`src/rtl/icc_pkg.sv`:
```
package icc_pkg;

  // group indices; summary bit positions follow them
  localparam int N_GRP    = 3;
  localparam int GRP_TX   = 0;
  localparam int GRP_RX   = 1;
  localparam int GRP_MISC = 2;

  // each page is 2**OFF_W words; the page after the last group is the summary
  localparam int OFF_W    = 3;
  localparam int GRP_SPAN = 1 << OFF_W;

  typedef enum logic [OFF_W-1:0] {
    OFF_CAUSE = 3'd0,
    OFF_MSET  = 3'd1,
    OFF_MCLR  = 3'd2,
    OFF_MVAL  = 3'd3,
    OFF_MODE  = 3'd4
  } grp_off_e;

  localparam logic [OFF_W-1:0] SUM_OFF_CAUSE = 3'd0;
  localparam logic [OFF_W-1:0] SUM_OFF_MASK  = 3'd1;

  function automatic int addr_width(input int groups);
    return $clog2((groups + 1) * GRP_SPAN);
  endfunction

endpackage

```
`src/rtl/icc_group.sv`:
```
module icc_group #(
  parameter int W = 32
) (
  input  logic         clk,
  input  logic         rst,
  input  logic [W-1:0] ev,
  input  logic         rd_cause,
  input  logic         wr_cause,
  input  logic         wr_mset,
  input  logic         wr_mclr,
  input  logic         wr_mode,
  input  logic [W-1:0] wdata,
  output logic [W-1:0] cause_o,
  output logic [W-1:0] mask_o,
  output logic [W-1:0] mode_o,
  output logic         pend_o
);

  logic [W-1:0] cause_q, mask_q, mode_q;
  logic [W-1:0] rd_clr, wr_clr, set_m, clr_m;

  // read clears only clear-on-read bits, write-one clears only the others
  assign rd_clr = {W{rd_cause}} & mode_q;
  assign wr_clr = {W{wr_cause}} & wdata & ~mode_q;
  assign set_m  = {W{wr_mset}} & wdata;
  assign clr_m  = {W{wr_mclr}} & wdata;

  always_ff @(posedge clk) begin
    if (rst) begin
      cause_q <= '0;
      mask_q  <= '1;
      mode_q  <= '0;
    end else begin
      // new events override a same-cycle clear
      cause_q <= (cause_q & ~(rd_clr | wr_clr)) | ev;
      mask_q  <= (mask_q | set_m) & ~clr_m;
      if (wr_mode) mode_q <= wdata;
    end
  end

  assign cause_o = cause_q;
  assign mask_o  = mask_q;
  assign mode_o  = mode_q;
  assign pend_o  = |(cause_q & ~mask_q);

endmodule

```
`src/rtl/icc_summary.sv`:
```
module icc_summary #(
  parameter int G = 3
) (
  input  logic         clk,
  input  logic         rst,
  input  logic [G-1:0] act,
  input  logic         rd_sum,
  input  logic         wr_smask,
  input  logic [G-1:0] wdata,
  output logic [G-1:0] sum_o,
  output logic [G-1:0] smask_o,
  output logic         irq_o
);

  logic [G-1:0] act_q, sum_q, smask_q, rise;
  logic         irq_q;

  assign rise = act & ~act_q;

  always_ff @(posedge clk) begin
    if (rst) begin
      act_q   <= '0;
      sum_q   <= '0;
      smask_q <= '1;
      irq_q   <= 1'b0;
    end else begin
      act_q <= act;
      sum_q <= (sum_q & ~{G{rd_sum}}) | rise;
      if (wr_smask) smask_q <= wdata;
      irq_q <= |(sum_q & ~smask_q);
    end
  end

  assign sum_o   = sum_q;
  assign smask_o = smask_q;
  assign irq_o   = irq_q;

endmodule

```
`src/rtl/icc_regif.sv`:
```
module icc_regif import icc_pkg::*; #(
  parameter int W  = 32,
  parameter int G  = 3,
  parameter int AW = 5
) (
  input  logic                clk,
  input  logic                rst,
  input  logic [AW-1:0]       addr,
  input  logic                wr_en,
  input  logic                rd_en,
  input  logic [G-1:0][W-1:0] cause,
  input  logic [G-1:0][W-1:0] mask,
  input  logic [G-1:0][W-1:0] mode,
  input  logic [G-1:0]        sum,
  input  logic [G-1:0]        smask,
  output logic [G-1:0]        rd_cause,
  output logic [G-1:0]        wr_cause,
  output logic [G-1:0]        wr_mset,
  output logic [G-1:0]        wr_mclr,
  output logic [G-1:0]        wr_mode,
  output logic                rd_sum,
  output logic                wr_smask,
  output logic [W-1:0]        rd_data
);

  localparam int PW = AW - OFF_W;
  localparam logic [PW-1:0] SUM_PAGE = PW'(G);

  logic [PW-1:0]    page;
  logic [OFF_W-1:0] off;
  logic [W-1:0]     rd_mux, rd_q;

  assign page = addr[AW-1:OFF_W];
  assign off  = addr[OFF_W-1:0];

  for (genvar g = 0; g < G; g++) begin : g_dec
    logic hit;
    assign hit         = (page == PW'(g));
    assign rd_cause[g] = rd_en & hit & (off == OFF_CAUSE);
    assign wr_cause[g] = wr_en & hit & (off == OFF_CAUSE);
    assign wr_mset[g]  = wr_en & hit & (off == OFF_MSET);
    assign wr_mclr[g]  = wr_en & hit & (off == OFF_MCLR);
    assign wr_mode[g]  = wr_en & hit & (off == OFF_MODE);
  end

  assign rd_sum   = rd_en & (page == SUM_PAGE) & (off == SUM_OFF_CAUSE);
  assign wr_smask = wr_en & (page == SUM_PAGE) & (off == SUM_OFF_MASK);

  always_comb begin
    rd_mux = '0;
    for (int g = 0; g < G; g++) begin
      if (page == PW'(g)) begin
        case (off)
          OFF_CAUSE: rd_mux = cause[g];
          OFF_MVAL:  rd_mux = mask[g];
          OFF_MODE:  rd_mux = mode[g];
          default:   rd_mux = '0;
        endcase
      end
    end
    if (page == SUM_PAGE) begin
      if (off == SUM_OFF_CAUSE)     rd_mux = {{(W-G){1'b0}}, sum};
      else if (off == SUM_OFF_MASK) rd_mux = {{(W-G){1'b0}}, smask};
    end
  end

  always_ff @(posedge clk) begin
    if (rst)        rd_q <= '0;
    else if (rd_en) rd_q <= rd_mux;
    else            rd_q <= '0;
  end

  assign rd_data = rd_q;

endmodule

```
`src/rtl/icc_ctrl.sv`:
```
module icc_ctrl import icc_pkg::*; #(
  parameter int DATA_W = 32,
  parameter int ADDR_W = addr_width(N_GRP)
) (
  input  logic              clk,
  input  logic              rst,
  input  logic [DATA_W-1:0] ev_tx_i,
  input  logic [DATA_W-1:0] ev_rx_i,
  input  logic [DATA_W-1:0] ev_misc_i,
  input  logic [ADDR_W-1:0] addr_i,
  input  logic              wr_en_i,
  input  logic [DATA_W-1:0] wr_data_i,
  input  logic              rd_en_i,
  output logic [DATA_W-1:0] rd_data_o,
  output logic              irq_o
);

  logic [N_GRP-1:0][DATA_W-1:0] ev_all, cause_w, mask_w, mode_w;
  logic [N_GRP-1:0] pend_w, rd_cause_w, wr_cause_w, wr_mset_w, wr_mclr_w, wr_mode_w;
  logic [N_GRP-1:0] sum_w, smask_w;
  logic             rd_sum_w, wr_smask_w;

  assign ev_all[GRP_TX]   = ev_tx_i;
  assign ev_all[GRP_RX]   = ev_rx_i;
  assign ev_all[GRP_MISC] = ev_misc_i;

  for (genvar g = 0; g < N_GRP; g++) begin : g_grp
    icc_group #(.W(DATA_W)) u_grp (
      .clk      (clk),
      .rst      (rst),
      .ev       (ev_all[g]),
      .rd_cause (rd_cause_w[g]),
      .wr_cause (wr_cause_w[g]),
      .wr_mset  (wr_mset_w[g]),
      .wr_mclr  (wr_mclr_w[g]),
      .wr_mode  (wr_mode_w[g]),
      .wdata    (wr_data_i),
      .cause_o  (cause_w[g]),
      .mask_o   (mask_w[g]),
      .mode_o   (mode_w[g]),
      .pend_o   (pend_w[g])
    );
  end

  icc_summary #(.G(N_GRP)) u_sum (
    .clk      (clk),
    .rst      (rst),
    .act      (pend_w),
    .rd_sum   (rd_sum_w),
    .wr_smask (wr_smask_w),
    .wdata    (wr_data_i[N_GRP-1:0]),
    .sum_o    (sum_w),
    .smask_o  (smask_w),
    .irq_o    (irq_o)
  );

  icc_regif #(.W(DATA_W), .G(N_GRP), .AW(ADDR_W)) u_regif (
    .clk      (clk),
    .rst      (rst),
    .addr     (addr_i),
    .wr_en    (wr_en_i),
    .rd_en    (rd_en_i),
    .cause    (cause_w),
    .mask     (mask_w),
    .mode     (mode_w),
    .sum      (sum_w),
    .smask    (smask_w),
    .rd_cause (rd_cause_w),
    .wr_cause (wr_cause_w),
    .wr_mset  (wr_mset_w),
    .wr_mclr  (wr_mclr_w),
    .wr_mode  (wr_mode_w),
    .rd_sum   (rd_sum_w),
    .wr_smask (wr_smask_w),
    .rd_data  (rd_data_o)
  );

endmodule

```
`config.mk`:
```
export PLATFORM = sky130hd
export DESIGN_NAME = icc_ctrl
export DESIGN_NICKNAME = d
export VERILOG_FILES = /design/src/rtl/icc_pkg.sv /design/src/rtl/icc_group.sv /design/src/rtl/icc_summary.sv /design/src/rtl/icc_regif.sv /design/src/rtl/icc_ctrl.sv
export SDC_FILE = /design/constraint.sdc
export NUM_CORES = 1
export LEC_CHECK = 0
export ABC_AREA = 1
export BUFFER_PORTS_ARGS = -buffer_cell sky130_fd_sc_hd__buf_2
export CORE_ASPECT_RATIO = 0.75
export CORE_MARGIN = 5
export CORE_UTILIZATION = 45
export DETAILED_ROUTE_END_ITERATION = 7
export MAX_ROUTING_LAYER = met4
export PLACE_DENSITY = 0.65
export SYNTH_ARGS = -nofsm -noshare
export SYNTH_HDL_FRONTEND = slang
export SYNTH_HIERARCHICAL = 1
export SYNTH_SLANG_ARGS = --single-unit
```
`constraint.sdc`:
```
create_clock -name clk -period 5.1 [get_ports clk]
set_clock_uncertainty 0.15 [all_clocks]
set_input_delay 0.51 -clock clk [delete_from_list [all_inputs] [get_ports clk]]
set_output_delay 0.51 -clock clk [all_outputs]
set_load 0.01 [all_outputs]
```
==> summary.txt <==
Detailed routing
  – Vias per cell: 5.48
  – Post-detailed-route count of antenna-violating nets: 0
  – Via total after detailed routing: 16500
  – Remaining design rule violation count: 0
  – Iteration-0 DRC Markers: 1822
  – Aggregate routed wire length: 58300 um
  – Routed length per instance: 19.3 um
  – Iteration count of the initial detailed-routing pass: 5

Run
  – Max-cap violations: 0

Global routing
  – Antenna violations before repair: 0
  – Total global-route track usage: 29.0%
  – Pin count of the biggest net entering global routing: 65
  – Total gr overflow: 0
  – Via count of the first global-routing pass: 15500
  – First-pass GRT wire length: 89000 um

Setup path
  – Max FO, Critical Path: 52
  – Endpoint type of the worst setup path: flop
  – Critical path data required time: 5.34 ns
  – Cell with the biggest individual delay on the critical path: buf_4
  – Critical path class: input pin to flop
  – Data arrival time of the critical path: 3.01 ns
  – Slowest Stage Delay on Critical Path: 0.55 ns
  – List of cells traversed by the critical path: buf_2 > inv_1 > nand2_2 > nor2_4 > buf_4 > nand2_1 > nor3_2 > buf_4 > nand2_1 > a31oi_1 > nor2_1
  – Critical path startpoint category: input pin

Yosys
  – Portion of the post-synthesis area used by sequential elements: 41.1%
  – Average cell area after synthesis: 6.63 um2
  – Post-Syn Nets: 2564
  – Unique masters post-synth: 27
  – Netlist area before placement: 16100 um2
  – Synthesized netlist cell count: 2427
  – Warnings, synthesis: 6
  – Synthesis-stage register bit count: 330

Clock tree
  – Inserted Clock Buffers: 35
  – Number of cells upsized or downsized after cts: 0
  – Buffers inserted by post-CTS timing repair: 0
  – H-tree Lvls: 2
  – Hold bufs inserted after CTS: 0
  – Reg clk slew, reported paths: 0.06 ns
  – Worst-Skew Late Latency: 0.55 ns
  – Library cell used as clock root buffer: clkbuf_16
  – Clock tree from TritonCTS: done
  – Number of clock sinks seen by CTS: 330
  – CTS Buffer Depth: 3

Final layout
  – Area taken by flip-flops and latches: 6610 um2
  – Layout Area Growth over Synthesis: 13.5%
  – Leading cell types in the layout, fill and taps excluded: 711 x nand2_1, 330 x dfxtp_1, 307 x inv_1, 203 x nor2_1, 170 x a21oi_1
  – Leading cell type in the layout, fill and taps excluded: nand2_1
  – Antenna fix cells: 0
  – Fraction of layout instances using a drive strength above 1: 13.2%
  – Count of nets after finishing: 2668
  – Final cell count without fillers: 3021
  – Number of fillers in the final layout: 3494
  – Multi-input gate area in the final layout: 7610 um2

STA
  – Setup TNS: 0 ns
  – Max Clock Freq: 361 MHz
  – Number of slew-limit violations in the final report: 0
  – Post-route minimum period: 2.77 ns
  – Period utilization: 54.2%
  – Count of final setup violators: 0
  – Tightest Pin Transition: 1.29 ns
  – Worst slew margin relative to its limit: 14.1%
  – Final Hold Viols: 0
  – Setup repair after global routing missed its margin: false

Worst hold path
  – Class of the tightest hold or removal check: input pin to flop

Placement
  – Global placer's final weighted congestion: 0.934
  – Post-DP HPWL: 36900 um
  – Port Buffers: 169
  – Post-placement cell count: 2959

Power
  – Leakage power figure: 0.00884 uW
  – Peak supply drop: 0.239 mV
  – Ratio of total power to cell area: 323 nW/um2

Floorplanning
  – Die outline width: 228 um
  – Total die area: 39700 um2
  – I/O pin count: 170
  – Number of rows created at floorplan: 60
  – Core Footprint: 35600 um2
  – Die span in y: 174 um
  – Initial cell density of the core: 45.2%

Run status
  – Result of the run: finished, final reports clean
## flip-flops by register name, summed over array words and instances, names as in the netlist
signal	cells
u_sum/smask_o	3
u_sum/act_q	3
g_grp.u_grp/mode_o	96
g_grp.u_grp/mask_o	96
g_grp.u_grp/cause_o	96
u_regif/rd_data	32
u_sum/sum_o	3
u_sum/irq_o	1
## layer usage
metal  vias to the layer above  global-route usage (%)  part of all wire (%)
met2                       792                    42.5                    43
met5                         -                       -                     0
met1                      7624                    40.5                    44
met3                       121                    5.37                    10
met4                         0                    9.50                   3.0
li1                       8011                       -                     -
## through the flow
stage	power (uW)	hold WS (ns)	setup WS (ns)	area [um2]	utilization [%]
after floorplan	3030	0.255	2.81	16100	-
after global placement	3250	0.257	1.90	17100	48.0
after detailed placement	3260	0.263	1.87	17100	48.0
after CTS	5920	0.0203	2.41	18300	51.3
after global routing	6090	0.0323	2.23	18300	51.3
final	5910	0.0318	2.33	18300	51.3
## logic make-up (layout without fill, tap and decap cells)
| logic type | after synthesis | count (layout) | share of synthesized area [%] |
|---|---|---|---|
| buffers and inverters | 450 | 579 | 11.9 |
| AND/OR/NAND/NOR | 1123 | 1123 | 28.5 |
| flip-flops | 330 | 330 | 41.1 |
| AO/OA/AOI/OAI | 524 | 524 | 18.5 |
## critical path, delay by kind of cell
family,cells,cell delay [ns]
AOI/OAI and AO/OA,1,0.20
buffers and inverters,4,1.37
and+or+nand+nor,6,0.89
## area by class of cell
cell class / count / area share (%)
Multi-Input combinational cell: 1647 / 41.6
Sequential cell: 330 / 36.2
Inverter: 320 / 6.57
Timing Repair Buffer: 197 / 5.86
Clock buffer: 49 / 5.58
Tap cell: 465 / 3.18
Clock inverter: 13 / 1.00
## final timing paths
kind                                                start                    endpoint  slack, ns  cells past startpoint
worst max-delay path                            addr_i[0]  g_grp[2].u_grp/cause_o[15]       2.33                     11
worst min-delay path                        ev_misc_i[27]  g_grp[2].u_grp/cause_o[27]       0.03                      3
worst max register to register  g_grp[2].u_grp/mask_o[29]              u_sum/sum_o[2]       3.57                      9
worst min register to register             u_sum/act_q[2]              u_sum/sum_o[2]       0.27                      1
## cells in the mapped netlist
| master | count | area share, % |
|---|---|---|
| a21oi_1 | 170 | 5.3 |
| a21oi_2 | 48 | 2.6 |
| a22o_1 | 1 | 0.054 |
| a31oi_1 | 48 | 1.9 |
| and2_1 | 1 | 0.039 |
| buf_1 | 9 | 0.21 |
| buf_2 | 95 | 3.0 |
| buf_4 | 7 | 0.33 |
| buf_6 | 11 | 0.77 |
| clkbuf_1 | 8 | 0.19 |
| dfxtp_1 | 330 | 41 |
| inv_1 | 307 | 7.2 |
| inv_2 | 13 | 0.30 |
| nand2_1 | 711 | 17 |
| nand2_2 | 1 | 0.039 |
| nand3_1 | 103 | 3.2 |
| nand3_2 | 1 | 0.062 |
| nand4_1 | 83 | 3.2 |
| nor2_1 | 213 | 5.0 |
| nor2_2 | 3 | 0.12 |
| nor2_4 | 2 | 0.14 |
| nor3_1 | 4 | 0.12 |
| o211ai_1 | 39 | 1.8 |
| o21ai_0 | 67 | 2.1 |
| o21ai_1 | 148 | 4.6 |
| o21ai_2 | 3 | 0.16 |
| or2_1 | 1 | 0.039 |
## power by group
group	total [uW]	switching, uW	internal (uW)
Sequential	2720	64.4	2660
Clock	2690	1090	1600
Combinational	492	337	155
Total	5910	1490	4420
Note: power is estimated with default switching activity, not from simulation.
